## src/rtl/gpio_pkg.sv

```systemverilog
package gpio_pkg;
  localparam int unsigned PIN_COUNT  = 8;
  localparam int unsigned ADDR_WIDTH = 8;
  localparam int unsigned SYNC_DEPTH = 2;

  localparam logic [ADDR_WIDTH-1:0] ADDR_LATCH = 8'hB0;
  localparam logic [ADDR_WIDTH-1:0] ADDR_PMODE = 8'hF4;
  localparam logic [ADDR_WIDTH-1:0] ADDR_DMODE = 8'hA7;

  typedef enum logic [1:0] {
    SEL_NONE  = 2'd0,
    SEL_LATCH = 2'd1,
    SEL_PMODE = 2'd2,
    SEL_DMODE = 2'd3
  } reg_sel_e;
endpackage

```

## src/rtl/gpio_sync.sv

```systemverilog
module gpio_sync #(
  parameter int unsigned WIDTH  = 8,
  parameter int unsigned STAGES = 2
) (
  input  logic             clk_i,
  input  logic             rst_ni,
  input  logic [WIDTH-1:0] async_i,
  output logic [WIDTH-1:0] sync_o
);
  logic [STAGES-1:0][WIDTH-1:0] stage_q;
  logic [STAGES-1:0][WIDTH-1:0] stage_d;

  always_comb begin
    stage_d[0] = async_i;
  end

  for (genvar s = 1; s < STAGES; s++) begin : g_chain
    always_comb begin
      stage_d[s] = stage_q[s-1];
    end
  end

  always_ff @(posedge clk_i or negedge rst_ni) begin
    if (!rst_ni) begin
      stage_q <= '0;
    end else begin
      stage_q <= stage_d;
    end
  end

  assign sync_o = stage_q[STAGES-1];
endmodule

```

## src/rtl/gpio_regs.sv

```systemverilog
module gpio_regs
  import gpio_pkg::*;
#(
  parameter int unsigned           N       = 8,
  parameter int unsigned           AW      = 8,
  parameter logic [AW-1:0]         A_LATCH = 8'hB0,
  parameter logic [AW-1:0]         A_PMODE = 8'hF4,
  parameter logic [AW-1:0]         A_DMODE = 8'hA7,
  parameter logic [N-1:0]          RST_LATCH = '1,
  parameter logic [N-1:0]          RST_PMODE = '1,
  parameter logic [N-1:0]          RST_DMODE = '0,
  localparam int unsigned          SW      = (N > 1) ? $clog2(N) : 1
) (
  input  logic          clk_i,
  input  logic          rst_ni,
  input  logic [AW-1:0] addr_i,
  input  logic          wr_i,
  input  logic [N-1:0]  wdata_i,
  input  logic          bit_wr_i,
  input  logic [SW-1:0] bit_sel_i,
  input  logic          bit_val_i,
  output logic [N-1:0]  latch_o,
  output logic [N-1:0]  pmode_o,
  output logic [N-1:0]  dmode_o
);
  localparam logic [N-1:0] ONE_HOT0 = {{(N-1){1'b0}}, 1'b1};

  reg_sel_e     sel;
  logic [N-1:0] latch_q, latch_d;
  logic [N-1:0] pmode_q, pmode_d;
  logic [N-1:0] dmode_q, dmode_d;
  logic         latch_en, pmode_en, dmode_en;

  always_comb begin
    if (addr_i == A_LATCH)      sel = SEL_LATCH;
    else if (addr_i == A_PMODE) sel = SEL_PMODE;
    else if (addr_i == A_DMODE) sel = SEL_DMODE;
    else                        sel = SEL_NONE;
  end

  always_comb begin
    latch_d  = latch_q;
    pmode_d  = pmode_q;
    dmode_d  = dmode_q;
    latch_en = 1'b0;
    pmode_en = 1'b0;
    dmode_en = 1'b0;
    if (wr_i) begin
      unique case (sel)
        SEL_LATCH: begin latch_d = wdata_i; latch_en = 1'b1; end
        SEL_PMODE: begin pmode_d = wdata_i; pmode_en = 1'b1; end
        SEL_DMODE: begin dmode_d = wdata_i; dmode_en = 1'b1; end
        default:   ;
      endcase
    end else if (bit_wr_i && (sel == SEL_LATCH)) begin
      latch_d[bit_sel_i] = bit_val_i;
      latch_en           = 1'b1;
    end
  end

  always_ff @(posedge clk_i or negedge rst_ni) begin
    if (!rst_ni) begin
      latch_q <= RST_LATCH;
      pmode_q <= RST_PMODE;
      dmode_q <= RST_DMODE;
    end else begin
      if (latch_en) latch_q <= latch_d;
      if (pmode_en) pmode_q <= pmode_d;
      if (dmode_en) dmode_q <= dmode_d;
    end
  end

  assign latch_o = latch_q;
  assign pmode_o = pmode_q;
  assign dmode_o = dmode_q;


  byte_store_chk: assert property (@(posedge clk_i) disable iff (!rst_ni)
    (wr_i && addr_i == A_PMODE) |=> (pmode_q == $past(wdata_i)));


  bit_only_chk: assert property (@(posedge clk_i) disable iff (!rst_ni)
    (bit_wr_i && !wr_i && addr_i == A_LATCH) |=>
      ((((latch_q ^ $past(latch_q)) & ~(ONE_HOT0 << $past(bit_sel_i))) == '0) &&
       (latch_q[$past(bit_sel_i)] == $past(bit_val_i))));


  unmapped_quiet_chk: assert property (@(posedge clk_i) disable iff (!rst_ni)
    (addr_i != A_LATCH && addr_i != A_PMODE && addr_i != A_DMODE) |=>
      ($stable(latch_q) && $stable(pmode_q) && $stable(dmode_q)));
endmodule

```

## src/rtl/gpio_pad_cell.sv

```systemverilog
module gpio_pad_cell (
  input  logic latch_i,
  input  logic digital_i,
  input  logic push_pull_i,
  output logic oe_o,
  output logic out_o,
  output logic pu_o,
  output logic rx_o
);
  logic drive_low;
  logic drive_high;

  always_comb begin
    drive_low  = digital_i && !latch_i;
    drive_high = digital_i && latch_i && push_pull_i;
    oe_o       = drive_low || drive_high;
    out_o      = drive_high;
    pu_o       = digital_i && latch_i && !push_pull_i;
    rx_o       = digital_i;
  end
endmodule

```

## src/rtl/gpio_rd_mux.sv

```systemverilog
module gpio_rd_mux #(
  parameter int unsigned   N       = 8,
  parameter int unsigned   AW      = 8,
  parameter logic [AW-1:0] A_LATCH = 8'hB0,
  parameter logic [AW-1:0] A_PMODE = 8'hF4,
  parameter logic [AW-1:0] A_DMODE = 8'hA7
) (
  input  logic          rd_i,
  input  logic [AW-1:0] addr_i,
  input  logic [N-1:0]  pin_sync_i,
  input  logic [N-1:0]  pmode_i,
  input  logic [N-1:0]  dmode_i,
  output logic [N-1:0]  rdata_o
);
  always_comb begin
    rdata_o = '0;
    if (rd_i) begin
      if (addr_i == A_LATCH)      rdata_o = pin_sync_i & pmode_i;
      else if (addr_i == A_PMODE) rdata_o = pmode_i;
      else if (addr_i == A_DMODE) rdata_o = dmode_i;
      else                        rdata_o = '0;
    end
  end
endmodule

```

## src/rtl/gpio_port_ctrl.sv

```systemverilog
module gpio_port_ctrl
  import gpio_pkg::*;
#(
  parameter int unsigned           N_PINS  = PIN_COUNT,
  parameter int unsigned           AW      = ADDR_WIDTH,
  parameter int unsigned           SYNC_N  = SYNC_DEPTH,
  parameter logic [ADDR_WIDTH-1:0] A_LATCH = ADDR_LATCH,
  parameter logic [ADDR_WIDTH-1:0] A_PMODE = ADDR_PMODE,
  parameter logic [ADDR_WIDTH-1:0] A_DMODE = ADDR_DMODE
) (
  input  logic                      clk_i,
  input  logic                      rst_ni,
  input  logic [AW-1:0]             sfr_addr_i,
  input  logic                      sfr_wr_i,
  input  logic [N_PINS-1:0]         sfr_wdata_i,
  input  logic                      bit_wr_i,
  input  logic [$clog2(N_PINS)-1:0] bit_sel_i,
  input  logic                      bit_val_i,
  input  logic                      sfr_rd_i,
  output logic [N_PINS-1:0]         sfr_rdata_o,
  input  logic [N_PINS-1:0]         pin_in_i,
  output logic [N_PINS-1:0]         pad_oe_o,
  output logic [N_PINS-1:0]         pad_out_o,
  output logic [N_PINS-1:0]         pad_pu_o,
  output logic [N_PINS-1:0]         pad_rx_o
);
  logic [1:0]        rst_pipe_q;
  logic              rst_sync_n;
  logic [N_PINS-1:0] latch_q, pmode_q, dmode_q, pin_sync;

  always_ff @(posedge clk_i or negedge rst_ni) begin
    if (!rst_ni) rst_pipe_q <= 2'b00;
    else         rst_pipe_q <= {rst_pipe_q[0], 1'b1};
  end
  assign rst_sync_n = rst_pipe_q[1];

  gpio_regs #(
    .N(N_PINS), .AW(AW),
    .A_LATCH(A_LATCH), .A_PMODE(A_PMODE), .A_DMODE(A_DMODE)
  ) i_regs (
    .clk_i     (clk_i),
    .rst_ni    (rst_sync_n),
    .addr_i    (sfr_addr_i),
    .wr_i      (sfr_wr_i),
    .wdata_i   (sfr_wdata_i),
    .bit_wr_i  (bit_wr_i),
    .bit_sel_i (bit_sel_i),
    .bit_val_i (bit_val_i),
    .latch_o   (latch_q),
    .pmode_o   (pmode_q),
    .dmode_o   (dmode_q)
  );

  gpio_sync #(.WIDTH(N_PINS), .STAGES(SYNC_N)) i_sync (
    .clk_i   (clk_i),
    .rst_ni  (rst_sync_n),
    .async_i (pin_in_i),
    .sync_o  (pin_sync)
  );

  for (genvar p = 0; p < N_PINS; p++) begin : g_pin
    gpio_pad_cell i_cell (
      .latch_i     (latch_q[p]),
      .digital_i   (pmode_q[p]),
      .push_pull_i (dmode_q[p]),
      .oe_o        (pad_oe_o[p]),
      .out_o       (pad_out_o[p]),
      .pu_o        (pad_pu_o[p]),
      .rx_o        (pad_rx_o[p])
    );
  end

  gpio_rd_mux #(
    .N(N_PINS), .AW(AW),
    .A_LATCH(A_LATCH), .A_PMODE(A_PMODE), .A_DMODE(A_DMODE)
  ) i_rd_mux (
    .rd_i       (sfr_rd_i),
    .addr_i     (sfr_addr_i),
    .pin_sync_i (pin_sync),
    .pmode_i    (pmode_q),
    .dmode_i    (dmode_q),
    .rdata_o    (sfr_rdata_o)
  );


  analog_off_chk: assert property (@(posedge clk_i) disable iff (!rst_sync_n)
    ((pad_oe_o | pad_pu_o | pad_rx_o) & ~pmode_q) == '0);


  pu_drive_excl_chk: assert property (@(posedge clk_i) disable iff (!rst_sync_n)
    (pad_pu_o & pad_oe_o) == '0);


  quiet_value_chk: assert property (@(posedge clk_i) disable iff (!rst_sync_n)
    (pad_out_o & ~pad_oe_o) == '0);


  analog_read_zero_chk: assert property (@(posedge clk_i) disable iff (!rst_sync_n)
    (sfr_rd_i && sfr_addr_i == A_LATCH) |-> ((sfr_rdata_o & ~pmode_q) == '0));


  idle_read_zero_chk: assert property (@(posedge clk_i) disable iff (!rst_sync_n)
    !sfr_rd_i |-> (sfr_rdata_o == '0));
endmodule

```

## config.mk

```make
export PLATFORM = sky130hd
export DESIGN_NAME = gpio_port_ctrl
export DESIGN_NICKNAME = d
export VERILOG_FILES = /design/src/rtl/gpio_pkg.sv /design/src/rtl/gpio_sync.sv /design/src/rtl/gpio_regs.sv /design/src/rtl/gpio_pad_cell.sv /design/src/rtl/gpio_rd_mux.sv /design/src/rtl/gpio_port_ctrl.sv
export SDC_FILE = /design/constraint.sdc
export NUM_CORES = 1
export LEC_CHECK = 0
export BUFFER_PORTS_ARGS = -buffer_cell sky130_fd_sc_hd__buf_2
export CAP_MARGIN = 20
export CORE_UTILIZATION = 40
export DETAILED_ROUTE_END_ITERATION = 12
export HOLD_SLACK_MARGIN = 0.06
export PLACE_DENSITY = 0.75
export SKIP_CTS_REPAIR_TIMING = 1
export SYNTH_ARGS = -nofsm -noshare
export SYNTH_HDL_FRONTEND = slang
export SYNTH_SLANG_ARGS = --single-unit
export TNS_END_PERCENT = 30
```

## constraint.sdc

```tcl
create_clock -name clk_i -period 1.6 [get_ports clk_i]
set_input_delay 0.08 -clock clk_i [delete_from_list [all_inputs] [get_ports clk_i]]
set_output_delay 0.08 -clock clk_i [all_outputs]
set_load 0.03 [all_outputs]
```

==> impl_metrics.toml, run 1 <==
[cells_and_area]
drive_gt1_frac = 0.4433
final_common_cell = "buf_2"
design_area_sq_mm = 0.002900
syn_to_final_growth_pct = 19.48
layout.cells.non_filler = 357
diodes = 0
utilization = 0.4928
final_nets = 314
layout_common_cells = "buf_2, dfrtp_1, nand2_1"

[power]
p_sw_mw = 0.5635
ir_worst_vdd_uv = 532.9
p_per_area_mw_per_mm2 = 734.0
clock_power_share = 0.309
p_leak_nw = 1.388
combPwrFrac = 0.145
intPower_mw = 1.565
pwr-share-seq = 0.546
swShare = 0.2647
power_mw = 2.129

[setup_path]
r2r-end = "i_regs.latch_o[7]$_DFFE_PN1P_"
worst-path-buf-inv = 1
regToRegStartpoint = "i_regs.latch_o[7]$_DFFE_PN1P_"
critPathMaxStageDelay_ns = 0.58
path_max_fanout = 7
worstSetupPathType = "reg -> out"
reg2reg_setup_slack_ns = 0.78
rr_worst_depth = 2
cp-start-kind = "flip-flop"
crit_slowest_cell = "dfstp_2"
crit_family = "flip-flops"
cp.required_ns = 1.52
worstPathArrival_ns = 1.45
crit_chain = "nand4_1 -> a221oi_2 -> buf_4"
endpoint_kind = "output pin"

[floorplanning]
pin_count = 73
floorplan.initialDensity = 0.4124
coreArea_sq_mm = 0.005886
die_area_sq_mm = 0.006384
rows = 28
die_x_microns = 79.90
die_y_microns = 79.90

[worst_hold_path]
hp-start = "sfr_wdata_i[1]"
worstHoldPathType = "in -> reg"
holdPathEnd = "i_regs.dmode_o[1]$_DFFE_PN0P_"
holdPathStages = 2

[clock_tree]
numCtsBuffers = 5
cts_root_buf = "clkbuf_8"
cts_max_level = 2
cts_tree = "built"
clk_pin_slew_ns = 0.08
clockBufferDepth = 2
cts_sinks = 42
worst_skew_pair.late_latency_ns = 0.30

[sta]
holdWs_ns = 0.04856
period_needed_ns = 1.533
fmax_mhz = 652.2
finalSetupViolCount = 0
setup_ws_ns = 0.06662
hold_viol_final = 0
grt_setup_unrepaired = "yes"
setup_tns_ns = 0
fin_skew_ns = 0.007173
fin_crit_sh = 0.9584
maxSlewViolCount = 0

[detailed_routing]
drc = 0
postRouteAntennaNets = 0
routedWlPerCell_microns = 15.40
wl_microns = 5499
initialDrtViolationCount = 65
viasPerCell = 5.249
vias = 1874
dr.pass1.iters = 4

[global_route]
grtUsageTotal = 0.1782
grt_pass1_vias = 1719
grt.overflow.total = 0
grt_start_max_net_pins = 41
antenna_found_initial = 0
grt_pass1_wl_microns = 8500

[placed_design]
dp_hpwl_microns = 3746
place_area_sq_mm = 0.002658
gp_congestion = 0.7981
dp_cells = 336
place_ws_ns = 0.09721
io_buffers = 72

[yosys]
synth_area_sq_mm = 0.002427
syn-num-nets = 257
yosysSeqAreaShare = 0.4412
synth_cell_types = 34
synth_top_area_cell = "dfrtp_1"
ys_top_cells_by_area = "dfrtp_1, dfstp_2, buf_4"
ys_warn_count = 0
syn_area_per_cell_sq_um = 10.84
yosys_register_bits = 42
synthCells = 224
synthDominantCellAreaShare = 0.2680

[outcome]
status = "finished clean"

[run]
maxCapViolations = 0
metal layers:
layer	vias to the layer above	wire [microns]	track usage
met5	-	0	0
met4	0	59	0.05536
met1	897	2326	0.2098
met3	8	352	0.05829
met2	60	2760	0.3060
li1	909	-	-
Yosys cell counts:
master	number
buf_4	35
dfrtp_1	26
nand2_1	18
and3_1	16
dfstp_2	16
mux2_2	16
inv_1	10
a21boi_0	8
a221oi_1	8
nand3_1	8
nand4_1	8
mux2_1	7
o211ai_1	7
o31ai_1	5
and4b_1	4
clkbuf_1	4
nand2b_1	4
nor4bb_1	4
buf_2	3
a31oi_1	2
o41ai_1	2
a41o_1	1
and2_2	1
and3b_1	1
and4bb_2	1
buf_1	1
conb_1	1
nand3_4	1
nand4_4	1
nor3b_4	1
nor4b_1	1
nor4b_4	1
o31a_1	1
xnor2_1	1
registers in the layout, summed over array words and instances (netlist names):
| register | cells |
|---|---|
| i_regs.dmode_o | 8 |
| i_regs.latch_o | 8 |
| i_regs.pmode_o | 8 |
| i_sync.stage_d | 8 |
| i_sync.sync_o | 8 |
| rst_pipe_q | 2 |
worst max path at each step:
stage                                              from             end  slack [ns]  depth (start not counted)
after floorplan                           sfr_addr_i[5]  sfr_rdata_o[0]       -0.02                          5
after global placement                    sfr_addr_i[6]  sfr_rdata_o[3]        0.13                          5
after detailed placement                  sfr_addr_i[6]  sfr_rdata_o[3]         0.1                          5
after CTS                 i_regs.pmode_o[3]$_DFFE_PN1P_  sfr_rdata_o[3]       -0.02                          3
after global routing      i_regs.pmode_o[3]$_DFFE_PN1P_  sfr_rdata_o[3]       -0.01                          3
final                     i_regs.pmode_o[3]$_DFFE_PN1P_  sfr_rdata_o[3]        0.07                          3
layout make-up:
| cell class | count | area [sq um] |
|---|---|---|
| Fill cell | 546 | 2985 |
| Multi-Input combinational cell | 129 | 1035 |
| Clock buffer | 8 | 80.08 |
| Timing Repair Buffer | 93 | 583.1 |
| Tap cell | 75 | 93.84 |
| Inverter | 10 | 37.54 |
| Sequential cell | 42 | 1071 |
logic make-up (layout without fill, tap and decap cells):
group                  count (synthesis)  in the layout  synth area share
other                                  1              1          0.001545
buffers and inverters                 53            111            0.1376
AND/OR/NAND/NOR                       70             70            0.1985
multiplexers                          23             23            0.1067
XOR/XNOR                               1              1          0.003609
AO/OA/AOI/OAI                         34             34            0.1108
flip-flops                            42             42            0.4412
power by group through the flow:
stage | Sequential [mW] | Clock, mW | Combinational [mW]
after floorplan | 1.18 | 0 | 0.184
after global placement | 1.18 | 0 | 0.279
after detailed placement | 1.18 | 0 | 0.284
after CTS | 1.16 | 0.668 | 0.284
after global routing | 1.17 | 0.728 | 0.337
final | 1.16 | 0.657 | 0.309
Note: power is estimated with default switching activity, not from simulation.
==> run 2, diff against run 1 <==
- SLEW_MARGIN: default -> 25
- SYNTH_HIERARCHICAL: default -> 1
==> impl_metrics.toml, run 2 <==
[setup_path]
reg2reg_setup_slack_ns = 0.74
critPathMaxStageDelay_ns = 0.54
endpoint_kind = "output pin"
cp.required_ns = 1.52
crit_chain = "and4bb_2 -> o211ai_1 -> a21boi_1 -> buf_4"
worstPathArrival_ns = 1.55
regToRegStartpoint = "i_regs/pmode_o[4]$_DFFE_PN1P_"
worstSetupPathType = "reg -> out"
cp-start-kind = "flip-flop"
path_max_fanout = 2
crit_slowest_cell = "dfstp_2"
r2r-end = "i_regs/pmode_o[4]$_DFFE_PN1P_"
rr_worst_depth = 2

[sta]
maxSlewViolCount = 0
grt_setup_unrepaired = "yes"
setup_ws_ns = -0.03174
hold_viol_final = 0
setup_tns_ns = -0.05935
holdWs_ns = 0.06329
fin_skew_ns = 0.005671
finalSetupViolCount = 3
fmax_mhz = 612.8
period_needed_ns = 1.632
fin_crit_sh = 1.020

[placed_design]
place_area_sq_mm = 0.002714
io_buffers = 72
dp_cells = 333
dp_hpwl_microns = 4080
gp_congestion = 0.7772

[yosys]
synthDominantCellAreaShare = 0.2743
syn_area_per_cell_sq_um = 11.63
yosysSeqAreaShare = 0.4515
ys_top_cells_by_area = "dfrtp_1, dfstp_2, mux2_2"
synth_edf_count = 0
synthCells = 204
synth_flop_cell = "dfrtp_1"
synth_top_area_cell = "dfrtp_1"
ys_warn_count = 6
synth_area_sq_mm = 0.002372
synthArstFlopShare = 1.000
yosysMostFrequentCell = "dfrtp_1"
yosys_register_bits = 42
synth_cell_types = 34
yosys-top-cells-count = "dfrtp_1, mux2_2, a21boi_1, dfstp_2"
syn-num-nets = 237

[cells_and_area]
layout_common_cells = "buf_2, dfrtp_1, mux2_2"
final_nets = 317
layout.cells.non_filler = 357
final_common_cell = "buf_2"
syn_to_final_growth_pct = 27.80
utilization = 0.5406
drive_gt1_frac = 0.5193
design_area_sq_mm = 0.003032
diodes = 0

[global_route]
grt_pass1_wl_microns = 9204
antenna_found_initial = 0
grt_start_max_net_pins = 41
grt_pass1_vias = 1892
grtUsageTotal = 0.1916
grt.overflow.total = 0

[clock_tree]
clockBufferDepth = 2
cts_sinks = 42
worst_skew_pair.late_latency_ns = 0.30
numCtsBuffers = 5
cts_max_level = 2
clk_pin_slew_ns = 0.08
cts_root_buf = "clkbuf_8"
cts_tree = "built"

[floorplanning]
floorplan.initialDensity = 0.4230
die_area_sq_mm = 0.006243
pin_count = 73
rows = 27
coreArea_sq_mm = 0.005608
die_x_microns = 79.01
die_y_microns = 79.01

[detailed_routing]
initialDrtViolationCount = 80
postRouteAntennaNets = 0
vias = 1946
viasPerCell = 5.451
routedWlPerCell_microns = 16.61
dr.pass1.iters = 4
wl_microns = 5930
drc = 0

[worst_hold_path]
holdPathStages = 2
hp-start = "sfr_wdata_i[1]"
worstHoldPathType = "in -> reg"
holdPathEnd = "i_regs/dmode_o[1]$_DFFE_PN0P_"

[power]
p_leak_nw = 1.451
ir_worst_vdd_uv = 544.8
p_per_area_mw_per_mm2 = 830.2

[outcome]
status = "finished with violations"
violations = "negative setup slack"

[run]
maxCapViolations = 0
run 2: cell types whose count changed in the layout (fill, tap and decap cells not counted), moves of 8 or more:
cell | before | now
a21boi_1 | 0 | 16
a21boi_0 | 8 | 0
and3_1 | 16 | 8
and3_2 | 0 | 8
mux2_2 | 16 | 24
nand2_1 | 18 | 10
nor3b_1 | 0 | 8
run 2: how the worst max path moves through the flow:
stage | endpoint | slack [ns] | start
floorplan | sfr_rdata_o[2] | 0.14 | i_regs/pmode_o[2]$_DFFE_PN1P_
global placement | sfr_rdata_o[2] | 0.19 | i_regs/pmode_o[2]$_DFFE_PN1P_
detailed placement | i_regs/dmode_o[5]$_DFFE_PN0P_ | 0.17 | sfr_addr_i[2]
CTS | sfr_rdata_o[2] | -0.14 | i_regs/pmode_o[2]$_DFFE_PN1P_
global route | sfr_rdata_o[4] | -0.11 | i_regs/pmode_o[4]$_DFFE_PN1P_
finish | sfr_rdata_o[4] | -0.03 | i_regs/pmode_o[4]$_DFFE_PN1P_
run 2: metrics by stage:
| step | power [mW] | setup WS, ns |
|---|---|---|
| finish | 2.517 | -0.03174 |
| global route | 2.618 | -0.1072 |
| CTS | 2.507 | -0.1364 |
| detailed placement | 1.470 | 0.1708 |
| global placement | 1.460 | 0.1918 |
| floorplan | 1.369 | 0.1387 |
run 2: per-layer routing:
metal | global-route usage | wire length, microns
met2 | 0.2991 | 2907
met5 | 0 | 0
met3 | 0.03563 | 212
met1 | 0.2571 | 2749
met4 | 0.08727 | 61
run 2: final cells by class:
type	count	area, sq um
Fill cell	507	2576
Multi-Input combinational cell	133	1132
Sequential cell	42	1071
Timing Repair Buffer	94	565.5
Tap cell	72	90.09
Clock buffer	6	82.58
Clock inverter	2	60.06
Inverter	8	30.03
run 2: power by group:
| part | internal (mW) | leakage, nW | total [mW] | switching (mW) |
|---|---|---|---|---|
| registers | 1.12 | 0.485 | 1.16 | 0.0365 |
| clock network | 0.665 | 0.0714 | 1.03 | 0.363 |
| logic | 0.138 | 0.894 | 0.328 | 0.190 |
run 2: kinds of logic (layout without fill, tap and decap cells):
family / count (synthesis) / after routing / share of synthesized area
DFF: 42 / 42 / 0.4515
other: 1 / 1 / 0.001581
muxes: 24 / 24 / 0.1139
AOI/OAI and AO/OA: 40 / 40 / 0.1308
buffers and inverters: 29 / 110 / 0.07753
and+or+nand+nor: 68 / 68 / 0.2247
run 2: worst max-delay path, delay by kind of cell (launching register included):
family,cells,cell delay [ns]
AOI/OAI and AO/OA,2,0.30
buffers and inverters,1,0.19
DFF,1,0.54
and+or+nand+nor,1,0.22
